**config.mk**
```make
export PLATFORM = sky130hd
export DESIGN_NAME = hostdma_engine
export DESIGN_NICKNAME = d
export VERILOG_FILES = /design/src/rtl/hostdma_pkg.sv /design/src/rtl/hostdma_burst_plan.sv /design/src/rtl/hostdma_rd_chan.sv /design/src/rtl/hostdma_wr_chan.sv /design/src/rtl/hostdma_engine.sv
export SDC_FILE = /design/constraint.sdc
export NUM_CORES = 2
export LEC_CHECK = 0
export ABC_CLOCK_PERIOD_IN_PS = 5800
export BUFFER_PORTS_ARGS = -buffer_cell sky130_fd_sc_hd__buf_2
export CAP_MARGIN = 40
export CORE_MARGIN = 2
export CORE_UTILIZATION = 46
export CTS_CLUSTER_DIAMETER = 100
export DETAILED_ROUTE_END_ITERATION = 8
export GPL_ROUTABILITY_DRIVEN = 0
export GPL_TIMING_DRIVEN = 0
export PLACE_DENSITY = 0.66
export SYNTH_ARGS = -nofsm -noshare
export SYNTH_HDL_FRONTEND = slang
export SYNTH_SLANG_ARGS = --single-unit
```
**constraint.sdc**
```tcl
create_clock -name clk -period 5.8 [get_ports clk]
set_input_delay 1.16 -clock clk [delete_from_list [all_inputs] [get_ports clk]]
set_output_delay 1.16 -clock clk [all_outputs]
set_load 0.005 [all_outputs]
```
**src/rtl/hostdma_pkg.sv**
```systemverilog
package hostdma_pkg;
  localparam int DATA_W     = 64;
  localparam int WORD_BYTES = DATA_W / 8;
  localparam int LB         = $clog2(WORD_BYTES);

  typedef enum logic {
    DIR_H2U = 1'b0,
    DIR_U2H = 1'b1
  } dir_e;
endpackage

```
**src/rtl/hostdma_burst_plan.sv**
```systemverilog
module hostdma_burst_plan
  import hostdma_pkg::*;
#(
  parameter int LEN_W       = 16,
  parameter int BURST_BYTES = 64,
  parameter int OFF_W       = $clog2(BURST_BYTES),
  parameter int BB_W        = OFF_W + 1,
  parameter int WC_W        = $clog2(BURST_BYTES / WORD_BYTES) + 1
) (
  input  logic [OFF_W-1:0] addr_lo,
  input  logic [LEN_W-1:0] rem,
  output logic [BB_W-1:0]  bytes,
  output logic [WC_W-1:0]  words
);
  logic [BB_W-1:0] room;
  logic [BB_W:0]   span;

  always_comb begin
    room = BB_W'(BURST_BYTES) - BB_W'(addr_lo);
    if ({1'b0, rem} < (LEN_W+1)'(room)) bytes = BB_W'(rem);
    else                                bytes = room;
    span  = (BB_W+1)'(addr_lo[LB-1:0]) + (BB_W+1)'(bytes) + (BB_W+1)'(WORD_BYTES - 1);
    words = WC_W'(span >> LB);
  end
endmodule

```
**src/rtl/hostdma_rd_chan.sv**
```systemverilog
module hostdma_rd_chan
  import hostdma_pkg::*;
#(
  parameter int ADDR_W      = 32,
  parameter int LEN_W       = 16,
  parameter int BURST_BYTES = 64,
  parameter int OFF_W       = $clog2(BURST_BYTES),
  parameter int BB_W        = OFF_W + 1,
  parameter int WC_W        = $clog2(BURST_BYTES / WORD_BYTES) + 1
) (
  input  logic              clk,
  input  logic              rst_n,
  input  logic              start,
  input  logic [ADDR_W-1:0] st_addr,
  input  logic [LEN_W-1:0]  st_len,
  output logic              req_valid,
  input  logic              req_ready,
  output logic [ADDR_W-1:0] req_addr,
  output logic [WC_W-1:0]   req_words,
  input  logic              rsp_valid,
  output logic              busy,
  output logic              done,
  output logic              done_pulse
);
  localparam int BURST_WORDS = BURST_BYTES / WORD_BYTES;

  logic              act_q, act_d, done_q, done_d, pulse_q, pulse_d;
  logic [ADDR_W-1:0] addr_q, addr_d;
  logic [LEN_W-1:0]  rem_q, rem_d, outst_q, outst_d;
  logic [BB_W-1:0]   b_bytes;
  logic              req_fire;

  hostdma_burst_plan #(.LEN_W(LEN_W), .BURST_BYTES(BURST_BYTES)) u_plan (
    .addr_lo(addr_q[OFF_W-1:0]), .rem(rem_q), .bytes(b_bytes), .words(req_words)
  );

  assign req_valid  = act_q && (rem_q != '0);
  assign req_addr   = {addr_q[ADDR_W-1:LB], LB'(0)};
  assign req_fire   = req_valid && req_ready;
  assign busy       = act_q;
  assign done       = done_q;
  assign done_pulse = pulse_q;

  always_comb begin
    act_d   = act_q;
    addr_d  = addr_q;
    rem_d   = rem_q;
    outst_d = outst_q;
    done_d  = done_q;
    pulse_d = 1'b0;
    if (start) begin
      act_d   = 1'b1;
      addr_d  = st_addr;
      rem_d   = st_len;
      outst_d = '0;
      done_d  = 1'b0;
    end else if (act_q) begin
      if (req_fire) begin
        addr_d = addr_q + ADDR_W'(b_bytes);
        rem_d  = rem_q - LEN_W'(b_bytes);
      end
      outst_d = outst_q + (req_fire ? LEN_W'(req_words) : '0)
                        - (rsp_valid ? LEN_W'(1) : '0);
      if ((rem_q == '0) && (outst_q == '0)) begin
        act_d   = 1'b0;
        done_d  = 1'b1;
        pulse_d = 1'b1;
      end
    end
  end

  always_ff @(posedge clk or negedge rst_n) begin
    if (!rst_n) begin
      act_q   <= 1'b0;
      addr_q  <= '0;
      rem_q   <= '0;
      outst_q <= '0;
      done_q  <= 1'b0;
      pulse_q <= 1'b0;
    end else begin
      act_q   <= act_d;
      addr_q  <= addr_d;
      rem_q   <= rem_d;
      outst_q <= outst_d;
      done_q  <= done_d;
      pulse_q <= pulse_d;
    end
  end

  assert_rd_in_block_R3: assert property (@(posedge clk) disable iff (!rst_n)
    req_valid |-> (int'(req_addr[OFF_W-1:LB]) + int'(req_words)) <= BURST_WORDS);
  assert_rd_hold_R11: assert property (@(posedge clk) disable iff (!rst_n)
    req_valid && !req_ready |=> req_valid && $stable(req_addr) && $stable(req_words));
  assert_rd_pulse_R5: assert property (@(posedge clk) disable iff (!rst_n)
    done_pulse |-> done && !busy);
  assert_rd_pulse_once_R5: assert property (@(posedge clk) disable iff (!rst_n)
    done_pulse |=> !done_pulse);
endmodule

```
**src/rtl/hostdma_wr_chan.sv**
```systemverilog
module hostdma_wr_chan
  import hostdma_pkg::*;
#(
  parameter int ADDR_W      = 32,
  parameter int LEN_W       = 16,
  parameter int BURST_BYTES = 64,
  parameter int OFF_W       = $clog2(BURST_BYTES),
  parameter int BB_W        = OFF_W + 1,
  parameter int WC_W        = $clog2(BURST_BYTES / WORD_BYTES) + 1
) (
  input  logic                  clk,
  input  logic                  rst_n,
  input  logic                  start,
  input  logic [ADDR_W-1:0]     st_addr,
  input  logic [LEN_W-1:0]      st_len,
  input  logic                  in_valid,
  output logic                  in_ready,
  input  logic [DATA_W-1:0]     in_data,
  output logic                  req_valid,
  input  logic                  req_ready,
  output logic [ADDR_W-1:0]     req_addr,
  output logic [DATA_W-1:0]     req_data,
  output logic [WORD_BYTES-1:0] req_be,
  output logic                  req_last,
  output logic                  busy,
  output logic                  done,
  output logic                  done_pulse
);
  localparam int BURST_WORDS = BURST_BYTES / WORD_BYTES;
  localparam int WI_W        = $clog2(BURST_WORDS);

  // two burst-sized halves and the burst each holds
  logic [DATA_W-1:0] buf_q   [2][BURST_WORDS];
  logic [ADDR_W-1:0] base_q  [2];
  logic [LB-1:0]     off_q   [2];
  logic [BB_W-1:0]   bytes_q [2];
  logic [WC_W-1:0]   words_q [2];

  logic              act_q, act_d, done_q, done_d, pulse_q, pulse_d;
  logic              filling_q, filling_d, fsel_q, fsel_d, dsel_q, dsel_d;
  logic [1:0]        full_q, full_d;
  logic [ADDR_W-1:0] faddr_q, faddr_d;
  logic [LEN_W-1:0]  frem_q, frem_d;
  logic [WI_W-1:0]   fcnt_q, fcnt_d, dcnt_q, dcnt_d;
  logic [BB_W-1:0]   p_bytes;
  logic [WC_W-1:0]   p_words;
  logic              start_fill, in_fire, fill_end, req_fire;
  logic [BB_W:0]     pos, lo, hi;

  hostdma_burst_plan #(.LEN_W(LEN_W), .BURST_BYTES(BURST_BYTES)) u_plan (
    .addr_lo(faddr_q[OFF_W-1:0]), .rem(frem_q), .bytes(p_bytes), .words(p_words)
  );

  assign start_fill = act_q && !filling_q && (frem_q != '0) && !full_q[fsel_q];
  assign in_ready   = filling_q;
  assign in_fire    = filling_q && in_valid;
  assign fill_end   = in_fire && ((WC_W'(fcnt_q) + WC_W'(1)) == words_q[fsel_q]);
  assign req_valid  = full_q[dsel_q];
  assign req_last   = (WC_W'(dcnt_q) + WC_W'(1)) == words_q[dsel_q];
  assign req_fire   = req_valid && req_ready;
  assign req_addr   = base_q[dsel_q] + (ADDR_W'(dcnt_q) << LB);
  assign req_data   = buf_q[dsel_q][dcnt_q];
  assign busy       = act_q;
  assign done       = done_q;
  assign done_pulse = pulse_q;

  always_comb begin
    lo = (BB_W+1)'(off_q[dsel_q]);
    hi = lo + (BB_W+1)'(bytes_q[dsel_q]);
    pos = '0;
    for (int b = 0; b < WORD_BYTES; b++) begin
      pos       = (BB_W+1)'({dcnt_q, LB'(b)});
      req_be[b] = (pos >= lo) && (pos < hi);
    end
  end

  always_comb begin
    act_d     = act_q;
    done_d    = done_q;
    pulse_d   = 1'b0;
    filling_d = filling_q;
    fsel_d    = fsel_q;
    dsel_d    = dsel_q;
    full_d    = full_q;
    faddr_d   = faddr_q;
    frem_d    = frem_q;
    fcnt_d    = fcnt_q;
    dcnt_d    = dcnt_q;
    if (start) begin
      act_d   = 1'b1;
      done_d  = 1'b0;
      faddr_d = st_addr;
      frem_d  = st_len;
    end
    if (start_fill) begin
      faddr_d   = faddr_q + ADDR_W'(p_bytes);
      frem_d    = frem_q - LEN_W'(p_bytes);
      filling_d = 1'b1;
      fcnt_d    = '0;
    end
    if (in_fire) begin
      fcnt_d = fcnt_q + WI_W'(1);
      if (fill_end) begin
        filling_d      = 1'b0;
        full_d[fsel_q] = 1'b1;
        fsel_d         = ~fsel_q;
      end
    end
    if (req_fire) begin
      dcnt_d = dcnt_q + WI_W'(1);
      if (req_last) begin
        dcnt_d         = '0;
        full_d[dsel_q] = 1'b0;
        dsel_d         = ~dsel_q;
      end
    end
    if (act_q && (frem_q == '0) && !filling_q && (full_q == 2'b00)) begin
      act_d   = 1'b0;
      done_d  = 1'b1;
      pulse_d = 1'b1;
    end
  end

  always_ff @(posedge clk or negedge rst_n) begin
    if (!rst_n) begin
      act_q     <= 1'b0;
      done_q    <= 1'b0;
      pulse_q   <= 1'b0;
      filling_q <= 1'b0;
      fsel_q    <= 1'b0;
      dsel_q    <= 1'b0;
      full_q    <= 2'b00;
      faddr_q   <= '0;
      frem_q    <= '0;
      fcnt_q    <= '0;
      dcnt_q    <= '0;
    end else begin
      act_q     <= act_d;
      done_q    <= done_d;
      pulse_q   <= pulse_d;
      filling_q <= filling_d;
      fsel_q    <= fsel_d;
      dsel_q    <= dsel_d;
      full_q    <= full_d;
      faddr_q   <= faddr_d;
      frem_q    <= frem_d;
      fcnt_q    <= fcnt_d;
      dcnt_q    <= dcnt_d;
    end
  end

  // storage without reset, written under explicit enables
  always_ff @(posedge clk) begin
    if (start_fill) begin
      base_q[fsel_q]  <= {faddr_q[ADDR_W-1:LB], LB'(0)};
      off_q[fsel_q]   <= faddr_q[LB-1:0];
      bytes_q[fsel_q] <= p_bytes;
      words_q[fsel_q] <= p_words;
    end
    if (in_fire) buf_q[fsel_q][fcnt_q] <= in_data;
  end

  assert_wr_be_live_R7: assert property (@(posedge clk) disable iff (!rst_n)
    req_valid |-> req_be != '0);
  assert_wr_hold_R11: assert property (@(posedge clk) disable iff (!rst_n)
    req_valid && !req_ready |=> req_valid && $stable(req_addr) && $stable(req_data)
                                && $stable(req_be) && $stable(req_last));
  assert_in_ready_busy_R8: assert property (@(posedge clk) disable iff (!rst_n)
    in_ready |-> busy);
  assert_wr_pulse_R9: assert property (@(posedge clk) disable iff (!rst_n)
    done_pulse |-> done && !busy);
endmodule

```
**src/rtl/hostdma_engine.sv**
```systemverilog
module hostdma_engine
  import hostdma_pkg::*;
#(
  parameter int ADDR_W      = 32,
  parameter int LEN_W       = 16,
  parameter int BURST_BYTES = 64,
  localparam int WC_W       = $clog2(BURST_BYTES / WORD_BYTES) + 1
) (
  input  logic                  clk,
  input  logic                  rst_n,
  input  logic                  cmd_valid,
  input  logic                  cmd_dir,
  input  logic [ADDR_W-1:0]     cmd_addr,
  input  logic [LEN_W-1:0]      cmd_len,
  output logic [1:0]            busy,
  output logic [1:0]            done,
  output logic [1:0]            done_pulse,
  output logic                  rd_req_valid,
  input  logic                  rd_req_ready,
  output logic [ADDR_W-1:0]     rd_req_addr,
  output logic [WC_W-1:0]       rd_req_words,
  input  logic                  rd_rsp_valid,
  input  logic [DATA_W-1:0]     rd_rsp_data,
  output logic                  usr_out_valid,
  output logic [DATA_W-1:0]     usr_out_data,
  input  logic                  usr_in_valid,
  output logic                  usr_in_ready,
  input  logic [DATA_W-1:0]     usr_in_data,
  output logic                  wr_req_valid,
  input  logic                  wr_req_ready,
  output logic [ADDR_W-1:0]     wr_req_addr,
  output logic [DATA_W-1:0]     wr_req_data,
  output logic [WORD_BYTES-1:0] wr_req_be,
  output logic                  wr_req_last
);
  logic [1:0] rst_pipe;
  logic       rst_s, cmd_ok, rd_start, wr_start;

  // asynchronous assertion, synchronous release
  always_ff @(posedge clk or negedge rst_n) begin
    if (!rst_n) rst_pipe <= 2'b00;
    else        rst_pipe <= {rst_pipe[0], 1'b1};
  end
  assign rst_s = rst_pipe[1];

  assign cmd_ok   = cmd_valid && (cmd_len != '0);
  assign rd_start = cmd_ok && (cmd_dir == DIR_H2U) && !busy[0];
  assign wr_start = cmd_ok && (cmd_dir == DIR_U2H) && !busy[1];

  assign usr_out_valid = rd_rsp_valid;
  assign usr_out_data  = rd_rsp_data;

  hostdma_rd_chan #(.ADDR_W(ADDR_W), .LEN_W(LEN_W), .BURST_BYTES(BURST_BYTES)) u_rd (
    .clk(clk), .rst_n(rst_s), .start(rd_start), .st_addr(cmd_addr), .st_len(cmd_len),
    .req_valid(rd_req_valid), .req_ready(rd_req_ready), .req_addr(rd_req_addr),
    .req_words(rd_req_words), .rsp_valid(rd_rsp_valid),
    .busy(busy[0]), .done(done[0]), .done_pulse(done_pulse[0])
  );

  hostdma_wr_chan #(.ADDR_W(ADDR_W), .LEN_W(LEN_W), .BURST_BYTES(BURST_BYTES)) u_wr (
    .clk(clk), .rst_n(rst_s), .start(wr_start), .st_addr(cmd_addr), .st_len(cmd_len),
    .in_valid(usr_in_valid), .in_ready(usr_in_ready), .in_data(usr_in_data),
    .req_valid(wr_req_valid), .req_ready(wr_req_ready), .req_addr(wr_req_addr),
    .req_data(wr_req_data), .req_be(wr_req_be), .req_last(wr_req_last),
    .busy(busy[1]), .done(done[1]), .done_pulse(done_pulse[1])
  );

  assert_start_busy_R1: assert property (@(posedge clk) disable iff (!rst_s)
    rd_start |=> busy[0] && !done[0]);
  assert_busy_done_excl_R1: assert property (@(posedge clk) disable iff (!rst_s)
    (busy & done) == 2'b00);
  assert_cmd_ignored_R2: assert property (@(posedge clk) disable iff (!rst_s)
    busy[0] && cmd_valid && (cmd_dir == DIR_H2U) |=> busy[0] || done[0]);
endmodule

```
======== After elaboration in Yosys (flattened, before gate mapping) ========
Memory sizes are Yosys's and may differ from the RTL's.
Index checks and enable logic that the tools add are counted.
storage, ports and cells
  bits in registers ....................... 131
  bits in writable memories ............... 1110
  bits of input ports ..................... 184
  memories kept ........................... 5
memory list
  memory        words  width  read ports  clocked after memory_dff  write ports  RTL line               RTL
  u_wr.buf_q    2      512    1           0                         1            hostdma_wr_chan.sv:33  logic [DATA_W-1:0] buf_q [2][BURST_WORDS];
  u_wr.base_q   2      29     1           0                         1            hostdma_wr_chan.sv:34  logic [ADDR_W-1:0] base_q [2];
  u_wr.bytes_q  2      7      1           0                         1            hostdma_wr_chan.sv:36  logic [BB_W-1:0] bytes_q [2];
  u_wr.words_q  2      4      2           0                         1            hostdma_wr_chan.sv:37  logic [WC_W-1:0] words_q [2];
  u_wr.off_q    2      3      1           0                         1            hostdma_wr_chan.sv:35  logic [LB-1:0] off_q [2];
operators by class
  add/subtract/negate cells ............... 18
  $lt $le $gt $ge ......................... 24
  equality and inequality tests ........... 2
  multiplexer cells ....................... 57
  bitwise operators ....................... 8
  reduce and logical (&&, ||, !) cells .... 48
operators with widths
  cell                                                                number
  512-bit two-way mux                                                 1
  64-bit binary-select mux with 3-bit select                          1
  64-bit demux with 3-bit select                                      1
  64-bit two-way mux                                                  3
  32-bit two-way mux                                                  5
  16-bit two-way mux                                                  7
  32-bit by 7-bit adder with 32-bit output                            2
  6-bit by 8-bit less-than comparator with 1-bit output               8
  16-bit logical NOT                                                  3
  16-bit nonzero test                                                 3
  6-bit by 3-bit greater-or-equal comparator with 1-bit output        7
  32-bit by 6-bit adder with 32-bit output                            1
  16-bit by 7-bit less-than comparator with 1-bit output              2
  16-bit by 7-bit subtractor with 16-bit output                       2
  1-bit logical AND                                                   27
  1-bit two-way mux                                                   27
  16-bit adder                                                        1
  16-bit subtractor                                                   1
  3-bit by 7-bit adder with 7-bit output                              2
  7-bit by 3-bit adder with 7-bit output (second input constant)      2
  7-bit two-way mux                                                   2
  7-bit by 6-bit subtractor with 7-bit output (first input constant)  2
  2-bit nonzero test                                                  6
  3-bit two-way mux                                                   3
  19 further kinds                                                    38

======== Longest topological paths before layout ========
  depth after elaboration ................. 10
  gate-level depth with buffers ........... 34
  depth with buffers taken out ............ 33

======== By module ========
Synthesis repeated with hierarchy kept, for this count alone.
unflattened totals
  cell total of the unflattened synthesis .. 3212
  area, all modules ....................... 54204.5 um^2
by module, submodules not included
  module              instances  cells each  area an instance (um^2)
  hostdma_wr_chan     1          2359        47093.9
  hostdma_rd_chan     1          603         5190.0
  hostdma_burst_plan  2          87          660.6
  hostdma_engine      1          76          599.3

======== Least setup slack after synthesis ========
OpenSTA, ideal clock, no wires.
  kind .................................... register -> register
  from .................................... register u_rd.addr_q[1]
  to ...................................... register u_rd.outst_q[14]
  setup time .............................. 0.133 ns
  arrival time ............................ 6.452 ns
  required time ........................... 5.667 ns
  slack ................................... -0.786 ns
  cell stages (with the launch flop) ...... 32
  clock period less this slack ............ 6.586 ns
  cell sequence ........................... dfrtp_1 > inv_1 > ha_1 > xnor2_1 > inv_1 > ha_1 > nand2_1 > o21ai_0 > o221ai_1 > a21oi_2 > clkbuf_1 > mux2_2 > ha_1 > inv_1 > ha_1 > a21oi_1 > inv_1 > a21oi_1 > xor2_1 > nand2_1 > ha_1 > inv_1 > fa_1 > a21o_1 > a21o_1 > a31oi_1 > a221oi_1 > a221oi_1 > a211oi_1 > nor2_1 > xor2_1 > o21ai_0
on the way
  longest elaborated chain between the ends .. 10
ends and longest elaborated chain
  element                                                 RTL line                  RTL
  start, declared                                         hostdma_rd_chan.sv:28     logic [ADDR_W-1:0] addr_q, addr_d;
  start signal, assigned                                  hostdma_rd_chan.sv:82     addr_q <= addr_d;
  7-bit by 6-bit subtractor with 7-bit output             hostdma_burst_plan.sv:19  room = BB_W'(BURST_BYTES) - BB_W'(addr_lo);
  16-bit by 7-bit less-than comparator with 1-bit output  hostdma_burst_plan.sv:20  if ({1'b0, rem} < (LEN_W+1)'(room)) bytes = BB_W'(rem);
  7-bit two-way mux                                       hostdma_burst_plan.sv:20
  3-bit by 7-bit adder with 7-bit output (*)              hostdma_burst_plan.sv:22  span = (BB_W+1)'(addr_lo[LB-1:0]) + (BB_W+1)'(bytes) + (BB_W+1)'(WORD_BYTES - 1);
  7-bit by 3-bit adder with 7-bit output (*)              hostdma_burst_plan.sv:22
  net rd_req_words[1]                                     hostdma_engine.sv:21      output logic [WC_W-1:0] rd_req_words,
  4-bit two-way mux (*)                                   hostdma_rd_chan.sv:62     outst_d = outst_q + (req_fire ? LEN_W'(req_words) : '0)
  16-bit adder (*)                                        hostdma_rd_chan.sv:62
  16-bit subtractor (*)                                   hostdma_rd_chan.sv:63     - (rsp_valid ? LEN_W'(1) : '0);
  16-bit two-way mux (*)                                  hostdma_rd_chan.sv:57     end else if (act_q) begin
  16-bit two-way mux (*)                                  hostdma_rd_chan.sv:51     if (start) begin
  end signal, assigned                                    hostdma_rd_chan.sv:84     outst_q <= outst_d;
  end, declared                                           hostdma_rd_chan.sv:29     logic [LEN_W-1:0] rem_q, rem_d, outst_q, outst_d;
Mark *: on every way through the listed nets, which the timed path passes. The rest lies on a longest branch. The select of a mux whose other input is x is not followed.
A chain may end at the register's enable or synchronous reset.

======== Worst setup path in the final report ========
  from .................................... register u_rd.addr_q[3]
  to ...................................... register u_rd.outst_q[14]
on the way
  longest elaborated chain between the ends .. 10
ends and longest elaborated chain
  element                                                 RTL line
  7-bit by 6-bit subtractor with 7-bit output (*)         hostdma_burst_plan.sv:19
  16-bit by 7-bit less-than comparator with 1-bit output  hostdma_burst_plan.sv:20
  7-bit two-way mux (*)                                   hostdma_burst_plan.sv:20
  3-bit by 7-bit adder with 7-bit output (*)              hostdma_burst_plan.sv:22
  7-bit by 3-bit adder with 7-bit output (*)              hostdma_burst_plan.sv:22
  4-bit two-way mux (*)                                   hostdma_rd_chan.sv:62
  16-bit adder (*)                                        hostdma_rd_chan.sv:62
  16-bit subtractor (*)                                   hostdma_rd_chan.sv:63
  16-bit two-way mux (*)                                  hostdma_rd_chan.sv:57
  16-bit two-way mux (*)                                  hostdma_rd_chan.sv:51
Every way passes the cells marked *; elsewhere a longest branch is shown, timed or not. The select of a mux whose other input is x is not followed.

==> results.sh <==
export IMPL_status="finished with violations"
export IMPL_ys_seq_area_share_pct=69.3
export IMPL_clock_insertion_delay_worst_skew_ps=750
export IMPL_start_kind="flip-flop"
export IMPL_fp_row_count=124
export IMPL_crit_start="u_rd.addr_q[3]$_DFFE_PN0P_"
export IMPL_grtUsageMet3_pct=5.51
export IMPL_grt_pass1_wl_um=201000
export IMPL_setup_viol=7
export IMPL_areaGrowthSynthToFinish_pct=21.2
export IMPL_slew_headroom_pct=39.1
export IMPL_yosys_warnings=0
export IMPL_holdBufCountCts=0
export IMPL_hold_path_class="input port to async pin"
export IMPL_core_um2=114000
export IMPL_path_clk_slew_ps=60
export IMPL_max_stage_delay_ps=520
export IMPL_drt_wl_total_um=138000
export IMPL_final_cell_area_um2=64000
export IMPL_min_period_ps=6040
export IMPL_slowest_stage="or4_4"
export IMPL_dp_slack_ps=-1650
export IMPL_chipHeight_um=343
export IMPL_pwr_share_seq_pct=34.0
export IMPL_die_w_um=343
export IMPL_r2r_start="u_rd.addr_q[3]$_DFFE_PN0P_"
export IMPL_final_cell_mix="1,110 x edfxtp_1, 329 x buf_2, 320 x mux4_2"
export IMPL_fin_ws_ps=-237
export IMPL_skew_ps=31.8
export IMPL_timing_final_max_slew_violations=0
export IMPL_initial_core_util_pct=46.3
export IMPL_synth_flop_cell="edfxtp_1"
export IMPL_p_leak_nw=22.2
export IMPL_critPathMaxFanout=3
export IMPL_r2r_cells=28
export IMPL_rr_endpoint="u_rd.outst_q[14]$_DFFE_PN0P_"
export IMPL_layout_area_seq_um2=36600
export IMPL_dieArea_um2=118000
export IMPL_clk_path_buf_depth=3
export IMPL_fillCellCount=8737
export IMPL_drtIter0Drc=2822
export IMPL_drive_gt1_share_pct=33.5
export IMPL_synth_area_per_cell_um2=17.7
export IMPL_p_sw_share_pct=33.7
export IMPL_violations="negative setup slack"
export IMPL_grt_pass1_vias=30700
export IMPL_clkPwrFrac_pct=25.2
export IMPL_grt_antenna_before_repair=14
export IMPL_global_route_usage_met2_pct=38.6
export IMPL_grt_start_max_net_pins=53
export IMPL_gr_total_overflow=0
export IMPL_clock_sinks=1241
export IMPL_worst_pin_slew_ps=913
export IMPL_multi_input_area_um2=15200
export IMPL_endpoint="u_rd.outst_q[14]$_DFFE_PN0P_"
export IMPL_io_pins=399
export IMPL_syn_cell_area_um2=52800
export IMPL_end_kind="flip-flop"
export IMPL_vias_per_cell=5.80
export IMPL_total_power_mw=33.5
export IMPL_required_ps=6400
export IMPL_grt_busiest_layer="met2"
export IMPL_vias=30300
export IMPL_nNetsFinal=3885
export IMPL_hold_worst_slack_ps=200
export IMPL_avgRoutedWirePerCell_um=26.4
export IMPL_drt_pass1_iter_count=5
export IMPL_htreeDepth=4
export IMPL_io_buffers=328
export IMPL_cts_root_buffer="clkbuf_16"
export IMPL_ir_drop_uv=756
export IMPL_power_switching_mw=11.3
export IMPL_cts_tree="yes"
export IMPL_arrival_ps=6630
export IMPL_grt_use_met1_pct=31.6
export IMPL_ys_seq_elements=1241
export IMPL_cts_buffers=131
export IMPL_synth_edf_count=1110
export IMPL_track_usage_pct=23.4
export IMPL_ys_types=67
export IMPL_r2r_slack_ps=-240
export IMPL_powerDensity_nw_per_um2=524
export IMPL_layout_commonest_cell="edfxtp_1"
export IMPL_async_flop_share_pct=10.6
export IMPL_combinationalPowerShare_pct=40.8
export IMPL_drtAntennaViolNets=0
export IMPL_rsz0062_at_grt="yes"
export IMPL_max_freq_mhz=166
export IMPL_cap_violations=0
export IMPL_p_int_mw=22.2
export IMPL_hold_violations=0
export IMPL_critical_path_class="flip-flop to flip-flop"
export IMPL_dpl_cell_area_um2=58900
export IMPL_drc=0
export IMPL_hpwlAfterDp_um=95700
export IMPL_period_share_pct=104
export IMPL_syn_instance_count=2986
[registers in the layout, indices dropped and copies added, names as in the netlist, 2 cells and up]
| register | cells |
|---|---|
| u_wr.buf_q | 1024 |
| u_rd.addr_q | 32 |
| rst_pipe | 2 |
| u_wr.base_q | 58 |
| u_wr.frem_q | 16 |
| u_wr.fcnt_q | 3 |
| u_wr.dcnt_q | 3 |
| u_wr.off_q | 6 |
| u_wr.words_q | 8 |
| u_wr.faddr_q | 32 |
| u_rd.rem_q | 16 |
| u_wr.full_q | 2 |
| u_rd.outst_q | 16 |
| u_wr.bytes_q | 14 |
[synth_stat cells (39+ instances only)]
library cell  instances  area [µm²]
a21oi_1              71         355
buf_4               106         796
clkbuf_1             89         334
dfrtp_1             131        3280
edfxtp_1           1110       33300
ha_1                 86        1080
inv_1                97         364
mux4_2              320        7210
nand2_1             158         593
nor2_1              121         454
nor3_1               41         205
o21ai_0              85         425
o311ai_0             39         342
xnor2_1              60         526
[worst max-delay path: cells and delay by family (launching register included)]
| kind | cells | cell delay, ps |
|---|---|---|
| buf+inv | 4 | 220 |
| mux | 1 | 340 |
| flops | 1 | 400 |
| xor+xnor | 2 | 350 |
| simple gates | 5 | 1350 |
| fa+ha+maj | 5 | 1310 |
| compound gates | 11 | 1930 |
[kinds of logic (layout without fill, tap and decap cells)]
family	count (synthesis)	count (layout)	share of synthesized area, %
other cells	2	16	0.0142
buf+inv	330	1048	3.11
compound gates	367	367	4.75
flops	1241	1241	69.3
mux	370	370	14.6
fa+ha+maj	92	92	2.26
xor+xnor	89	89	1.48
simple gates	495	495	4.46
[routing by layer]
| layer | up-vias | part of all wire [%] | wire length (µm) |
|---|---|---|---|
| met2 | 1247 | 50 | 68400 |
| li1 | 13200 | - | - |
| met1 | 15700 | 40 | 54800 |
| met3 | 199 | 8.5 | 11800 |
| met5 | - | 0.059 | 82 |
| met4 | 12 | 2.0 | 2750 |
[area by class of cell]
class	count	share of cell area (%)
well taps	1512	2.96
clock buffers	164	5.48
clock inverters	69	1.33
diodes	9	0.0352
repair buffers	490	6.59
inverters	97	0.573
plain buffers	228	2.06
multi-input cells	1420	23.8
flip-flops and latches	1241	57.2
[power by group through the flow]
stage	Combinational, mW	Clock (mW)	Sequential, mW
floorplan	8.11	0	11.5
global placement	11.9	0	11.7
detailed placement	12.8	0	11.6
CTS	13.6	8.59	11.4
global route	14.9	8.93	11.5
finish	13.7	8.45	11.4
[metrics by stage]
stage                     setup TNS, ps  utilization [%]  cells
after floorplan                    -247                -   2991
after global placement         -2798490             49.5   4831
after detailed placement         -33160             51.6   4953
after CTS                          -840             56.0   5220
after global routing              -2740             56.0   5222
final                              -734             56.1   5230
[timing repair]
action | CTS | global route
pin swaps | 44 | 30
setup buffers | 35 | 5
gates resized for setup | 87 | 36
setup endpoints to repair | 53 | 47
[how the worst min path moves through the flow]
stage / from / to / slack, ps / depth (start not counted)
final: rst_n / rst_pipe[1]$_DFF_PN0_ / 200 / 1
after global routing: rst_n / rst_pipe[1]$_DFF_PN0_ / 150 / 1
after CTS: rst_n / rst_pipe[1]$_DFF_PN0_ / 140 / 1
after detailed placement: rst_pipe[0]$_DFF_PN0_ / rst_pipe[1]$_DFF_PN0_ / 340 / 0
after global placement: rst_pipe[0]$_DFF_PN0_ / rst_pipe[1]$_DFF_PN0_ / 340 / 0
after floorplan: rst_pipe[0]$_DFF_PN0_ / rst_pipe[1]$_DFF_PN0_ / 330 / 0
Power figures use the tool's default switching activity.
